## config.mk

```make
export PLATFORM = sky130hd
export DESIGN_NAME = rx_dest_filter
export DESIGN_NICKNAME = d
export VERILOG_FILES = /design/src/rtl/dfilt_pkg.sv /design/src/rtl/dfilt_cfg_regs.sv /design/src/rtl/dfilt_addr_collect.sv /design/src/rtl/dfilt_decide.sv /design/src/rtl/rx_dest_filter.sv
export SDC_FILE = /design/constraint.sdc
export NUM_CORES = 1
export LEC_CHECK = 0
export ABC_AREA = 1
export ABC_CLOCK_PERIOD_IN_PS = 2100
export BUFFER_PORTS_ARGS = -buffer_cell sky130_fd_sc_hd__clkbuf_2
export CAP_MARGIN = 10
export CORE_MARGIN = 2
export CORE_UTILIZATION = 33
export CTS_CLUSTER_SIZE = 24
export DETAILED_ROUTE_END_ITERATION = 10
export SLEW_MARGIN = 40
export SYNTH_ARGS = -nofsm -noshare
export SYNTH_HDL_FRONTEND = slang
export SYNTH_HIERARCHICAL = 1
export SYNTH_SLANG_ARGS = --single-unit
```

## constraint.sdc

```tcl
create_clock -name clk -period 2.1 [get_ports clk]
set_input_delay 0.105 -clock clk [delete_from_list [all_inputs] [get_ports clk]]
set_output_delay 0.105 -clock clk [all_outputs]
set_load 0.005 [all_outputs]
```

## src/rtl/dfilt_pkg.sv

```systemverilog
package dfilt_pkg;

  localparam logic [31:0] CRC_POLY = 32'h04C1_1DB7;
  localparam logic [31:0] CRC_SEED = 32'hFFFF_FFFF;

  localparam logic [2:0] SEL_STA_LO  = 3'd0;
  localparam logic [2:0] SEL_STA_HI  = 3'd1;
  localparam logic [2:0] SEL_HASH_LO = 3'd2;
  localparam logic [2:0] SEL_HASH_HI = 3'd3;
  localparam logic [2:0] SEL_MODE    = 3'd4;

  typedef struct packed {
    logic hash_mode;   // bit 2
    logic all_mcast;   // bit 1
    logic promisc;     // bit 0
  } filt_mode_t;

  // Shift one byte into the CRC register, least significant bit first.
  function automatic logic [31:0] crc_add_byte(input logic [31:0] crc_in,
                                               input logic [7:0]  data);
    logic [31:0] c;
    logic        fb;
    c = crc_in;
    for (int i = 0; i < 8; i++) begin
      fb = c[31] ^ data[i];
      c  = {c[30:0], 1'b0};
      if (fb) c = c ^ CRC_POLY;
    end
    return c;
  endfunction

endpackage

```

## src/rtl/dfilt_cfg_regs.sv

```systemverilog
module dfilt_cfg_regs
  import dfilt_pkg::*;
#(
  parameter int ADDR_W  = 48,
  parameter int WORD_W  = 32,
  parameter int TABLE_W = 64
) (
  input  logic               clk,
  input  logic               rst_n,
  input  logic               we,
  input  logic [2:0]         sel,
  input  logic [WORD_W-1:0]  wdata,
  input  logic               snap_en,
  output logic [ADDR_W-1:0]  sta_act,
  output logic [TABLE_W-1:0] tbl_act,
  output filt_mode_t         mode_act
);
  localparam int HI_W = ADDR_W - WORD_W;

  logic [ADDR_W-1:0]  sta_stg;
  logic [TABLE_W-1:0] tbl_stg;
  filt_mode_t         mode_stg;

  // Staging registers: software writes land here at any time.
  always_ff @(posedge clk) begin
    if (!rst_n) begin
      sta_stg  <= '0;
      tbl_stg  <= '0;
      mode_stg <= '0;
    end else if (we) begin
      case (sel)
        SEL_STA_LO:  sta_stg[WORD_W-1:0]       <= wdata;
        SEL_STA_HI:  sta_stg[ADDR_W-1:WORD_W]  <= wdata[HI_W-1:0];
        SEL_HASH_LO: tbl_stg[WORD_W-1:0]       <= wdata;
        SEL_HASH_HI: tbl_stg[TABLE_W-1:WORD_W] <= wdata;
        SEL_MODE: begin
          mode_stg.promisc   <= wdata[0];
          mode_stg.all_mcast <= wdata[1];
          mode_stg.hash_mode <= wdata[2];
        end
        default: ;
      endcase
    end
  end

  // Working copy: refreshed only when a frame starts.
  always_ff @(posedge clk) begin
    if (!rst_n) begin
      sta_act  <= '0;
      tbl_act  <= '0;
      mode_act <= '0;
    end else if (snap_en) begin
      sta_act  <= sta_stg;
      tbl_act  <= tbl_stg;
      mode_act <= mode_stg;
    end
  end

  AST_ACT_HELD: assert property (@(posedge clk) disable iff (!rst_n)
    !snap_en |=> ($stable(sta_act) && $stable(tbl_act) && $stable(mode_act)));

endmodule

```

## src/rtl/dfilt_addr_collect.sv

```systemverilog
module dfilt_addr_collect
  import dfilt_pkg::*;
#(
  parameter int ADDR_BYTES = 6
) (
  input  logic                    clk,
  input  logic                    rst_n,
  input  logic                    sof,
  input  logic                    byte_valid,
  input  logic [7:0]              byte_data,
  output logic                    frame_start,
  output logic [ADDR_BYTES*8-1:0] addr_q,
  output logic [31:0]             crc_q,
  output logic                    addr_done
);
  localparam int ADDR_W = ADDR_BYTES * 8;
  localparam int CNT_W  = $clog2(ADDR_BYTES);
  localparam logic [CNT_W-1:0] LAST_IDX = CNT_W'(ADDR_BYTES - 1);

  logic             collecting;
  logic [CNT_W-1:0] cnt;
  logic             byte_take;
  logic             last_take;

  assign frame_start = sof && byte_valid;
  assign byte_take   = collecting && byte_valid && !sof;
  assign last_take   = byte_take && (cnt == LAST_IDX);

  always_ff @(posedge clk) begin
    if (!rst_n) begin
      collecting <= 1'b0;
      cnt        <= '0;
      addr_q     <= '0;
      crc_q      <= CRC_SEED;
      addr_done  <= 1'b0;
    end else begin
      addr_done <= last_take;
      if (frame_start) begin
        collecting  <= 1'b1;
        cnt         <= CNT_W'(1);
        addr_q      <= '0;
        addr_q[7:0] <= byte_data;
        crc_q       <= crc_add_byte(CRC_SEED, byte_data);
      end else if (byte_take) begin
        addr_q[cnt*8 +: 8] <= byte_data;
        crc_q              <= crc_add_byte(crc_q, byte_data);
        cnt                <= cnt + CNT_W'(1);
        if (cnt == LAST_IDX) collecting <= 1'b0;
      end
    end
  end

  AST_CNT_RANGE: assert property (@(posedge clk) disable iff (!rst_n)
    collecting |-> (cnt != '0 && cnt <= LAST_IDX));
  AST_DONE_ENDS_FRAME: assert property (@(posedge clk) disable iff (!rst_n)
    addr_done |-> !collecting);

  logic unused_ok;
  assign unused_ok = ^{ADDR_W{1'b0}};

endmodule

```

## src/rtl/dfilt_decide.sv

```systemverilog
module dfilt_decide
  import dfilt_pkg::*;
#(
  parameter int ADDR_W  = 48,
  parameter int TABLE_W = 64
) (
  input  logic                       clk,
  input  logic                       rst_n,
  input  logic                       addr_done,
  input  logic [ADDR_W-1:0]          addr,
  input  logic [31:0]                crc,
  input  logic [ADDR_W-1:0]          sta,
  input  logic [TABLE_W-1:0]         tbl,
  input  filt_mode_t                 mode,
  output logic                       accept
);
  localparam int IDX_W = $clog2(TABLE_W);

  logic             is_mcast;
  logic [IDX_W-1:0] hash_idx;
  logic             hash_hit;
  logic             sta_hit;

  assign is_mcast = addr[0];
  assign hash_idx = crc[31 -: IDX_W];
  assign hash_hit = tbl[hash_idx];
  assign sta_hit  = (addr == sta);

  always_comb begin
    if (mode.promisc)       accept = 1'b1;
    else if (!is_mcast)     accept = sta_hit;
    else if (mode.all_mcast) accept = 1'b1;
    else if (mode.hash_mode) accept = hash_hit;
    else                    accept = 1'b0;
  end

  AST_PROMISC_TAKES_ALL: assert property (@(posedge clk) disable iff (!rst_n)
    (addr_done && mode.promisc) |-> accept);
  AST_NO_MODE_MCAST_DROP: assert property (@(posedge clk) disable iff (!rst_n)
    (addr_done && is_mcast && mode == '0) |-> !accept);
  AST_UCAST_NEEDS_MATCH: assert property (@(posedge clk) disable iff (!rst_n)
    (addr_done && !is_mcast && !mode.promisc && accept) |-> sta_hit);

endmodule

```

## src/rtl/rx_dest_filter.sv

```systemverilog
module rx_dest_filter
  import dfilt_pkg::*;
#(
  parameter int ADDR_BYTES = 6,
  parameter int WORD_W     = 32
) (
  input  logic              clk,
  input  logic              rst_n,
  input  logic              cfg_we,
  input  logic [2:0]        cfg_sel,
  input  logic [WORD_W-1:0] cfg_wdata,
  input  logic              sof,
  input  logic              byte_valid,
  input  logic [7:0]        byte_data,
  output logic              verdict_valid,
  output logic              verdict_accept
);
  localparam int ADDR_W  = ADDR_BYTES * 8;
  localparam int TABLE_W = 2 * WORD_W;

  logic               frame_start;
  logic [ADDR_W-1:0]  addr_q;
  logic [31:0]        crc_q;
  logic               addr_done;
  logic [ADDR_W-1:0]  sta_act;
  logic [TABLE_W-1:0] tbl_act;
  filt_mode_t         mode_act;
  logic               accept;

  dfilt_cfg_regs #(.ADDR_W(ADDR_W), .WORD_W(WORD_W), .TABLE_W(TABLE_W)) u_cfg (
    .clk(clk), .rst_n(rst_n), .we(cfg_we), .sel(cfg_sel), .wdata(cfg_wdata),
    .snap_en(frame_start), .sta_act(sta_act), .tbl_act(tbl_act), .mode_act(mode_act)
  );

  dfilt_addr_collect #(.ADDR_BYTES(ADDR_BYTES)) u_collect (
    .clk(clk), .rst_n(rst_n), .sof(sof), .byte_valid(byte_valid),
    .byte_data(byte_data), .frame_start(frame_start), .addr_q(addr_q),
    .crc_q(crc_q), .addr_done(addr_done)
  );

  dfilt_decide #(.ADDR_W(ADDR_W), .TABLE_W(TABLE_W)) u_decide (
    .clk(clk), .rst_n(rst_n), .addr_done(addr_done), .addr(addr_q), .crc(crc_q),
    .sta(sta_act), .tbl(tbl_act), .mode(mode_act), .accept(accept)
  );

  assign verdict_valid  = addr_done;
  assign verdict_accept = addr_done && accept;

  AST_VERDICT_SINGLE: assert property (@(posedge clk) disable iff (!rst_n)
    verdict_valid |=> !verdict_valid);
  AST_VERDICT_AFTER_BYTE: assert property (@(posedge clk) disable iff (!rst_n)
    verdict_valid |-> $past(byte_valid));
  AST_ACCEPT_QUALIFIED: assert property (@(posedge clk) disable iff (!rst_n)
    verdict_accept |-> verdict_valid);

endmodule

```

==> impl_summary.txt, run 1 <==
----------------------------------------------------
[Clock network]
  Maximum buffer depth of the clock tree ... 3
  Source-to-sink clock delay at the later pin of the worst-skew pair ... 0.54 ns
  TritonCTS clock tree ... built
  Sink count of the clock tree ... 315
  Clock transition at the registers of the reported paths ... 0.06 ns
  CTS buffer count ... 36
  CTS H-tree lvls ... 2
  Clock Tree Root ... sky130_fd_sc_hd__clkbuf_16

[Placed design]
  Routability congestion estimate from global placement ... 0.884
  Instance area after placement ... 0.0161 sq mm
  HPWL reported at the end of detailed placement ... 32000 um
  PortBufs ... 49

[Finish]
  Final std cell area, no fill ... 0.0179 sq mm
  Utilization after layout ... 0.386
  ANT cells ... 0
  Share of cells above drive strength 1 ... 0.120
  Total number of nets in the final design ... 2361
  Relative area change from synthesis to final layout ... 15.9%

[Die]
  Std cell rows ... 79
  Vertical die dimension ... 220 um
  Die Area ... 0.0485 sq mm
  Die width ... 220 um
  Core Box Area ... 0.0464 sq mm
  Initial core utilization ... 0.333
  Io pins ... 50

[Setup path]
  FF-to-FF setup slack ... 0.14 ns
  Startpoint class of the critical path ... register
  Delay contributed by the slowest stage of the critical path ... 0.38 ns
  Maximum fanout encountered on the critical timing path ... 8
  Worst Path Required ... 2.00 ns
  Most used cell, CP ... sky130_fd_sc_hd__nand2_2
  Critical-path cell with the highest stage delay ... sky130_fd_sc_hd__dfxtp_4
  Element type at the critical path end ... output port
  Ordered cell list for the critical path ... buf_12 > buf_6 > nand2_2 > nand3_1 > nand3_2 > nand2_2 > nand2_1 > nand3_1 > nand3b_1 > nand2_2 > nand2_2 > nand2_2 > nand2_2 > nand2_4 > nand2_2 > inv_2 > buf_6
  Crit Path Class ... reg -> out
  Data arrival time of the worst path ... 2.24 ns

[Route]
  Number of vias per cell ... 4.94
  DRC violation count after routing ... 0
  WL/cell ... 16.1 um
  Final WL ... 47400 um
  Detailed-routing iteration count for the pre-antenna-repair pass ... 5
  Number of DRC markers in iteration 0 ... 1151
  DR vias ... 14500
  Routed Antenna Nets ... 0

[GRT]
  Total routing resource utilization after global routing ... 0.194
  Via count of the first global-routing pass ... 13500
  Total congestion overflow ... 0
  Wire length of the first global-routing pass ... 74700 um
  Number of antenna violations at the first check in global routing ... 0
  Maximum number of pins on one net before global-route repair ... 113

[STA]
  Maximum clock skew at final layout ... 0.0260 ns
  Maximum operating frequency ... 0.427 GHz
  Tcrit/Tclk final ... 1.11
  Actual transition at the worst max-transition pin ... 0.735 ns
  Count of final hold-check violations ... 0
  Final-layout worst hold slack ... 0.00605 ns
  Count of final setup violators ... 1
  Slew Viols, Final ... 0
  Final Worst Setup Slack ... -0.241 ns
  RSZ-0062 raised after global routing ... yes
  Worst relative slew slack ... 0.510
  Final worst path period need ... 2.34 ns

[Synth]
  Post-synth cell types ... 48
  Count of state elements after synthesis ... 315
  Synthesized netlist net count ... 2317
  Number of enable-type register cells in the synthesized netlist ... 0
  Syn Std Cell Area ... 0.0154 sq mm
  Portion of the post-synthesis area used by sequential elements ... 0.408
  Fraction of registers with async set/reset ... 0
  Synthesis warning total ... 6
  Post-synthesis instance total ... 2263
  Post-synthesis area per instance ... 6.82 sq um
  Predominant post-synthesis flop cell ... sky130_fd_sc_hd__dfxtp_1

[Status]
  Violated checks ... negative setup slack
  Outcome ... complete, but fails checks

[Hold path]
  Worst hold path type ... in -> reg

[Pwr]
  Worst IR drop on VDD ... 0.655 mV
  Pwr/cell area ... 874 mW/mm^2
  Leakage ... 8.10 nW

[Run]
  Max-capacitance violation count ... 0

----------------------------------------------------
flip-flops by register name, indices dropped and copies added, names as in the netlist:
signal,cells
u_cfg/tbl_act,64
u_collect/cnt,3
u_cfg/tbl_stg,64
u_collect/crc_q,32
u_collect/addr_done,1
u_collect/collecting,1
u_collect/addr_q,48
u_cfg/sta_stg,48
u_cfg/sta_act,48
u_cfg/mode_act,3
u_cfg/mode_stg,3
cells by family (layout without fill, tap and decap cells):
logic type | Yosys count | in the layout | share of synthesized area
xor+xnor | 65 | 65 | 0.0393
compound gates | 298 | 298 | 0.102
buf+inv | 295 | 365 | 0.0944
simple gates | 1284 | 1284 | 0.351
fa+ha+maj | 6 | 6 | 0.00486
flops | 315 | 315 | 0.408
per-layer routing:
metal	routed length (um)	up-vias	GRT usage
met3	2830	51	0.0254
met2	21400	425	0.312
met4	762	0	0.0436
met1	22400	6781	0.276
met5	0	-	0
li1	-	7277	-
Yosys cell counts (3+ instances only):
| library cell | instances | area share |
|---|---|---|
| sky130_fd_sc_hd__o221ai_1 | 3 | 0.0017 |
| sky130_fd_sc_hd__xnor2_2 | 3 | 0.0032 |
| sky130_fd_sc_hd__buf_1 | 7 | 0.0017 |
| sky130_fd_sc_hd__inv_4 | 4 | 0.0016 |
| sky130_fd_sc_hd__o2111ai_1 | 5 | 0.0028 |
| sky130_fd_sc_hd__xor2_1 | 46 | 0.026 |
| sky130_fd_sc_hd__nor2_4 | 6 | 0.0044 |
| sky130_fd_sc_hd__dfxtp_1 | 315 | 0.41 |
| sky130_fd_sc_hd__or2_2 | 3 | 0.0012 |
| sky130_fd_sc_hd__nand2_1 | 464 | 0.11 |
| sky130_fd_sc_hd__nand3_1 | 216 | 0.070 |
| sky130_fd_sc_hd__nor2_2 | 5 | 0.0020 |
| sky130_fd_sc_hd__nor3_1 | 15 | 0.0049 |
| sky130_fd_sc_hd__ha_1 | 6 | 0.0049 |
| sky130_fd_sc_hd__inv_1 | 150 | 0.036 |
| sky130_fd_sc_hd__buf_2 | 33 | 0.011 |
| sky130_fd_sc_hd__a211oi_1 | 4 | 0.0019 |
| sky130_fd_sc_hd__clkbuf_1 | 39 | 0.0095 |
| sky130_fd_sc_hd__nand4_1 | 12 | 0.0049 |
| sky130_fd_sc_hd__inv_2 | 12 | 0.0029 |
| sky130_fd_sc_hd__nand2_4 | 10 | 0.0073 |
| sky130_fd_sc_hd__buf_4 | 16 | 0.0078 |
| sky130_fd_sc_hd__buf_6 | 25 | 0.018 |
| sky130_fd_sc_hd__o21ai_0 | 191 | 0.062 |
| sky130_fd_sc_hd__nor2_1 | 507 | 0.12 |
| sky130_fd_sc_hd__nand2_2 | 35 | 0.014 |
| sky130_fd_sc_hd__o22ai_1 | 10 | 0.0041 |
| sky130_fd_sc_hd__xnor2_1 | 14 | 0.0079 |
| sky130_fd_sc_hd__nand3_2 | 7 | 0.0045 |
| sky130_fd_sc_hd__o21ai_1 | 8 | 0.0026 |
| sky130_fd_sc_hd__a21oi_1 | 68 | 0.022 |
worst max-delay path, delay by kind of cell (launching register included):
| kind | cells | cell delay [ns] |
|---|---|---|
| buffers and inverters | 4 | 0.43 |
| flip-flops | 1 | 0.38 |
| AND/OR/NAND/NOR | 13 | 0.89 |
path summary, 6_finish.rpt:
kind / startpoint / to / cells past startpoint
max reg2reg: u_collect/cnt[1] / u_collect/addr_q[30] / 9
min: cfg_wdata[5] / u_cfg/tbl_stg[5] / 5
max: u_collect/crc_q[26] / verdict_accept / 17
min reg2reg: u_collect/addr_q[8] / u_collect/addr_q[8] / 2
cell type report:
class	count	area (sq um)
fillers	4850	28500
clock buffers	50	1020
inverters	170	674
flip-flops and latches	315	6310
clock inverters	14	236
repair inverters	1	16.3
repair buffers	130	1080
well taps	607	759
multi-input cells	1653	7790
layout by cell type, fill, tap and decap left out, types with 8 or more instances in the layout:
| master | netlist | final |
|---|---|---|
| sky130_fd_sc_hd__nand3_1 | 216 | 207 |
| sky130_fd_sc_hd__dlygate4sd3_1 | 0 | 29 |
| sky130_fd_sc_hd__nand2_2 | 35 | 48 |
| sky130_fd_sc_hd__inv_2 | 12 | 13 |
| sky130_fd_sc_hd__xor2_1 | 46 | 46 |
| sky130_fd_sc_hd__nand2_1 | 464 | 449 |
| sky130_fd_sc_hd__buf_12 | 1 | 10 |
| sky130_fd_sc_hd__a21oi_1 | 68 | 68 |
| sky130_fd_sc_hd__o22ai_1 | 10 | 10 |
| sky130_fd_sc_hd__xnor2_1 | 14 | 14 |
| sky130_fd_sc_hd__o21ai_0 | 191 | 191 |
| sky130_fd_sc_hd__buf_4 | 16 | 36 |
| sky130_fd_sc_hd__nand3_2 | 7 | 16 |
| sky130_fd_sc_hd__nand2_4 | 10 | 12 |
| sky130_fd_sc_hd__clkbuf_2 | 2 | 47 |
| sky130_fd_sc_hd__nand4_1 | 12 | 12 |
| sky130_fd_sc_hd__clkbuf_1 | 39 | 8 |
| sky130_fd_sc_hd__inv_1 | 150 | 148 |
| sky130_fd_sc_hd__clkbuf_16 | 0 | 37 |
| sky130_fd_sc_hd__nor2_1 | 507 | 506 |
| sky130_fd_sc_hd__nor3_1 | 15 | 15 |
| sky130_fd_sc_hd__o21ai_1 | 8 | 8 |
| sky130_fd_sc_hd__dfxtp_1 | 315 | 311 |
where the power goes:
part | internal [mW] | leakage, nW | switching [mW]
logic | 0.859 | 4.92 | 1.64
clock network | 4.06 | 0.610 | 2.62
registers | 6.26 | 2.57 | 0.205
total | 11.2 | 8.10 | 4.47
repair_timing:
action | in CTS | in global routing
hold endpoints to repair | 105 | 0
buffers inserted | 1 | 5
gates cloned | 2 | 1
gates resized for setup | 9 | 43
endpoints found under the setup margin | 1 | 17
pin swaps | 0 | 23
hold buffers | 29 | 0
stage by stage:
stage	worst slack [ns]	power, mW	TNS (ns)	std cells
2_1_floorplan	0.0604	8.30	0	2263
3_3_place_gp	0.140	8.88	0	2839
3_5_place_dp	0.0685	8.92	0	2839
4_1_cts	-0.266	15.7	-0.266	2935
5_1_grt	-0.367	16.4	-0.367	2940
6_report	-0.241	15.6	-0.241	2940
Power figures use the tool's default switching activity.
==> run 2, diff against run 1 <==
--- a/config.mk
+++ b/config.mk
@@ -6,7 +6,7 @@
 export NUM_CORES = 1
 export LEC_CHECK = 0
 export ABC_AREA = 1
-export ABC_CLOCK_PERIOD_IN_PS = 2100
+export ABC_CLOCK_PERIOD_IN_PS = 2920
 export BUFFER_PORTS_ARGS = -buffer_cell sky130_fd_sc_hd__clkbuf_2
 export CAP_MARGIN = 10
 export CORE_MARGIN = 2
@@ -18,3 +18,4 @@
 export SYNTH_HDL_FRONTEND = slang
 export SYNTH_HIERARCHICAL = 1
 export SYNTH_SLANG_ARGS = --single-unit
+export TNS_END_PERCENT = 1
==> constraint.sdc (replaced) <==
create_clock -name clk -period 2.92 [get_ports clk]
set_input_delay 0.146 -clock clk [delete_from_list [all_inputs] [get_ports clk]]
set_output_delay 0.146 -clock clk [all_outputs]
set_load 0.005 [all_outputs]
==> run 2 against run 1 <==
Die area unchanged. Register-to-register slack better by 0.35 ns. The flow now finishes without violations. Sequential share of layout area increased by 1.1 points. Largest power group unchanged.
==> impl_summary.txt, run 2 (synthesis results as in run 1) <==
----------------------------------------------------
[STA]
  Tcrit/Tclk final ... 0.921
  Final worst path period need ... 2.69 ns
  Slew Viols, Final ... 0 (unchanged)
  Maximum clock skew at final layout ... 0.0194 ns (-0.00655 ns)
  Setup TNS Final ... 0 ns (+0.241 ns)
  RSZ-0062 raised after global routing ... no
  Actual transition at the worst max-transition pin ... 0.770 ns (+0.0353 ns)
  Worst relative slew slack ... 0.486 (-0.0236)
  Maximum operating frequency ... 0.372 GHz
  Count of final setup violators ... 0 (-1)
  Count of final hold-check violations ... 0 (unchanged)

[Finish]
  Number of fillers in the final layout ... 4875 (+0.52%)
  Commonest non-fill, non-tap cell in the layout ... sky130_fd_sc_hd__nor2_1
  Share of cells above drive strength 1 ... 0.0998 (-0.0207)
  Total number of nets in the final design ... 2315 (-1.9%)
  Registers with the most flip-flops ... u_cfg/tbl_act x64, u_cfg/tbl_stg x64
  Area of combinational cells with multiple inputs ... 0.00770 sq mm (-1.2%)
  Register area ... 0.00631 sq mm (about the same)
  ANT cells ... 0 (unchanged)
  Relative area change from synthesis to final layout ... 12.4%
  Commonest cells after routing, fill and taps aside ... sky130_fd_sc_hd__nor2_1 (506), sky130_fd_sc_hd__nand2_1 (464), sky130_fd_sc_hd__dfxtp_1 (314)
  Final std cell area, no fill ... 0.0174 sq mm (-3.0%)

[Pwr]
  Leakage ... 7.87 nW (-2.9%)
  Worst IR drop on VDD ... 0.382 mV (-42%)
  Pwr/cell area ... 646 mW/mm^2 (-26%)

[Clock network]
  Source-to-sink clock delay at the later pin of the worst-skew pair ... 0.54 ns (about the same)
  Maximum buffer depth of the clock tree ... 3 (unchanged)
  Clock Tree Root ... sky130_fd_sc_hd__clkbuf_16
  TritonCTS clock tree ... built
  Setup repair bufs after CTS ... 0 (-1)
  Sink count of the clock tree ... 315 (unchanged)
  CTS H-tree lvls ... 2 (unchanged)
  Clock transition at the registers of the reported paths ... 0.05 ns (about the same)
  CTS buffer count ... 36 (unchanged)

[Hold path]
  Depth of the worst hold-timing path ... 5 (unchanged)
  Worst hold path type ... in -> reg

[Placed design]
  PortBufs ... 49 (unchanged)
  Routability congestion estimate from global placement ... 0.910 (+3.0%)
  Instance area after placement ... 0.0159 sq mm (-1.1%)
  HPWL reported at the end of detailed placement ... 31400 um (-1.8%)

[Route]
  DR vias ... 14300 (-1.5%)
  Detailed-routing iteration count for the pre-antenna-repair pass ... 6 (+1)
  DRC violation count after routing ... 0 (unchanged)
  Uppermost layer routed ... met4
  Final WL ... 45500 um (-4.0%)
  WL met2 ... 19700 um (-7.8%)
  Number of DRC markers in iteration 0 ... 1242 (+7.9%)
  Wire length on met3 ... 2710 um (-4.3%)
  Metal1 wirelength ... 21800 um (-2.7%)
  Routed Antenna Nets ... 0 (unchanged)
  WL/cell ... 15.7 um (-2.5%)
  Number of vias per cell ... 4.95 (+0.16%)

[Setup path]
  Ordered cell list for the critical path ... buf_12 > nand2_1 > nand3_1 > nand3_1 > nand2_1 > nand2_1 > nand3_1 > nand3_1 > nand2_1 > nand2_1 > nand2_1 > nand2_1 > nand2_1 > nand2_1 > inv_1 > clkbuf_2
  Startpoint class of the critical path ... register
  Element type at the critical path end ... output port
  Worst Path Required ... 2.77 ns (+0.77 ns)
  Most used cell, CP ... sky130_fd_sc_hd__nand2_1
  Crit path buf inv count ... 3 (-1)
  Critical-path cell with the highest stage delay ... sky130_fd_sc_hd__dfxtp_1
  Kind of cell adding the most delay to the critical path ... simple AND/OR/NAND/NOR gates
  Depth of the critical timing path with buffers and inverters included ... 16 (-1)
  Maximum fanout encountered on the critical timing path ... 24 (+16)
  Crit Path Class ... reg -> out
  Number of cells on the worst reg-to-reg path ... 7 (-2)
  Data arrival time of the worst path ... 2.54 ns (+0.30 ns)
  Delay contributed by the slowest stage of the critical path ... 0.61 ns (+0.23 ns)

[Die]
  Die width ... 220 um (unchanged)
  Die Area ... 0.0485 sq mm (unchanged)
  Initial core utilization ... 0.333 (unchanged)
  Std cell rows ... 79 (unchanged)
  Core Box Area ... 0.0464 sq mm (unchanged)
  Io pins ... 50 (unchanged)
  Vertical die dimension ... 220 um (unchanged)

[GRT]
  Total congestion overflow ... 0 (unchanged)
  Via count of the first global-routing pass ... 13600 (+0.30%)
  Maximum number of pins on one net before global-route repair ... 113 (unchanged)
  Wire length of the first global-routing pass ... 73300 um (-1.9%)
  Total routing resource utilization after global routing ... 0.189 (-0.00506)
  Number of antenna violations at the first check in global routing ... 0 (unchanged)

[Status]
  Outcome ... finished, final reports clean

[Run]
  Max-capacitance violation count ... 0 (unchanged)

----------------------------------------------------
==> run 2: changes by cell type in the layout (fill, tap and decap cells not counted), moves of 6 or more <==
cell	delta
sky130_fd_sc_hd__buf_12	-6
sky130_fd_sc_hd__buf_4	-17
sky130_fd_sc_hd__buf_6	-6
sky130_fd_sc_hd__dlygate4sd3_1	-20
sky130_fd_sc_hd__nand2_1	+15
sky130_fd_sc_hd__nand2_2	-13
sky130_fd_sc_hd__nand3_1	+9
sky130_fd_sc_hd__nand3_2	-9
==> run 2: stage by stage <==
| step | hold slack [ns] | setup slack, ns | instances | total power, mW | util |
|---|---|---|---|---|---|
| 2_1_floorplan | 0.302 | 0.880 | 2263 | 5.97 | - |
| 3_3_place_gp | 0.434 | 0.460 | 2817 | 6.34 | 0.343 |
| 3_5_place_dp | 0.445 | 0.351 | 2820 | 6.37 | 0.344 |
| 4_1_cts | 0.00543 | 0.108 | 2891 | 11.3 | 0.374 |
| 5_1_grt | 0.0376 | 0.000878 | 2892 | 11.7 | 0.374 |
| 6_report | 0.0254 | 0.229 | 2892 | 11.2 | 0.374 |
==> run 2: layout make-up <==
class                           instances  share of cell area
Timing Repair Buffer                   85              0.0366
Sequential cell                       315               0.363
Clock inverter                         12              0.0125
Multi-Input combinational cell       1653               0.444
Inverter                              170              0.0381
Clock buffer                           50              0.0619
Tap cell                              607              0.0438
==> run 2: per-layer routing <==
layer | global-route usage | up-vias
li1 | - | 7194
met1 | 0.269 | 6628
met2 | 0.293 | 412
met3 | 0.0285 | 86
met4 | 0.0588 | 0
met5 | 0 | -
==> run 2: power breakdown <==
part / internal, mW / total (mW) / switching, mW / leakage [nW]
registers: 4.50 / 4.67 / 0.162 / 2.57
logic: 0.544 / 1.66 / 1.11 / 4.65
clock network: 3.03 / 4.88 / 1.86 / 0.637
total: 8.08 / 11.2 / 3.13 / 7.87
==> run 2: worst paths after layout <==
path                         from                    to  slack (ns)
max           u_collect/crc_q[26]        verdict_accept        0.23
min                 cfg_wdata[24]     u_cfg/tbl_stg[56]        0.03
max reg2reg      u_collect/cnt[0]   u_collect/addr_q[6]        0.49
min reg2reg  u_collect/addr_q[10]  u_collect/addr_q[10]        0.45
==> run 2: what timing repair did <==
action	CTS	global route
setup endpoints to repair	0	1
hold endpoints to repair	18	0
gates resized for setup	0	1
hold buffers	9	0
==> run 2: worst min-delay path: stages <==
cell	delay, ns
sky130_fd_sc_hd__clkbuf_2	0.07
sky130_fd_sc_hd__inv_1	0.07
sky130_fd_sc_hd__nand3_1	0.09
sky130_fd_sc_hd__nand2_1	0.05
sky130_fd_sc_hd__nor2_1	0.07
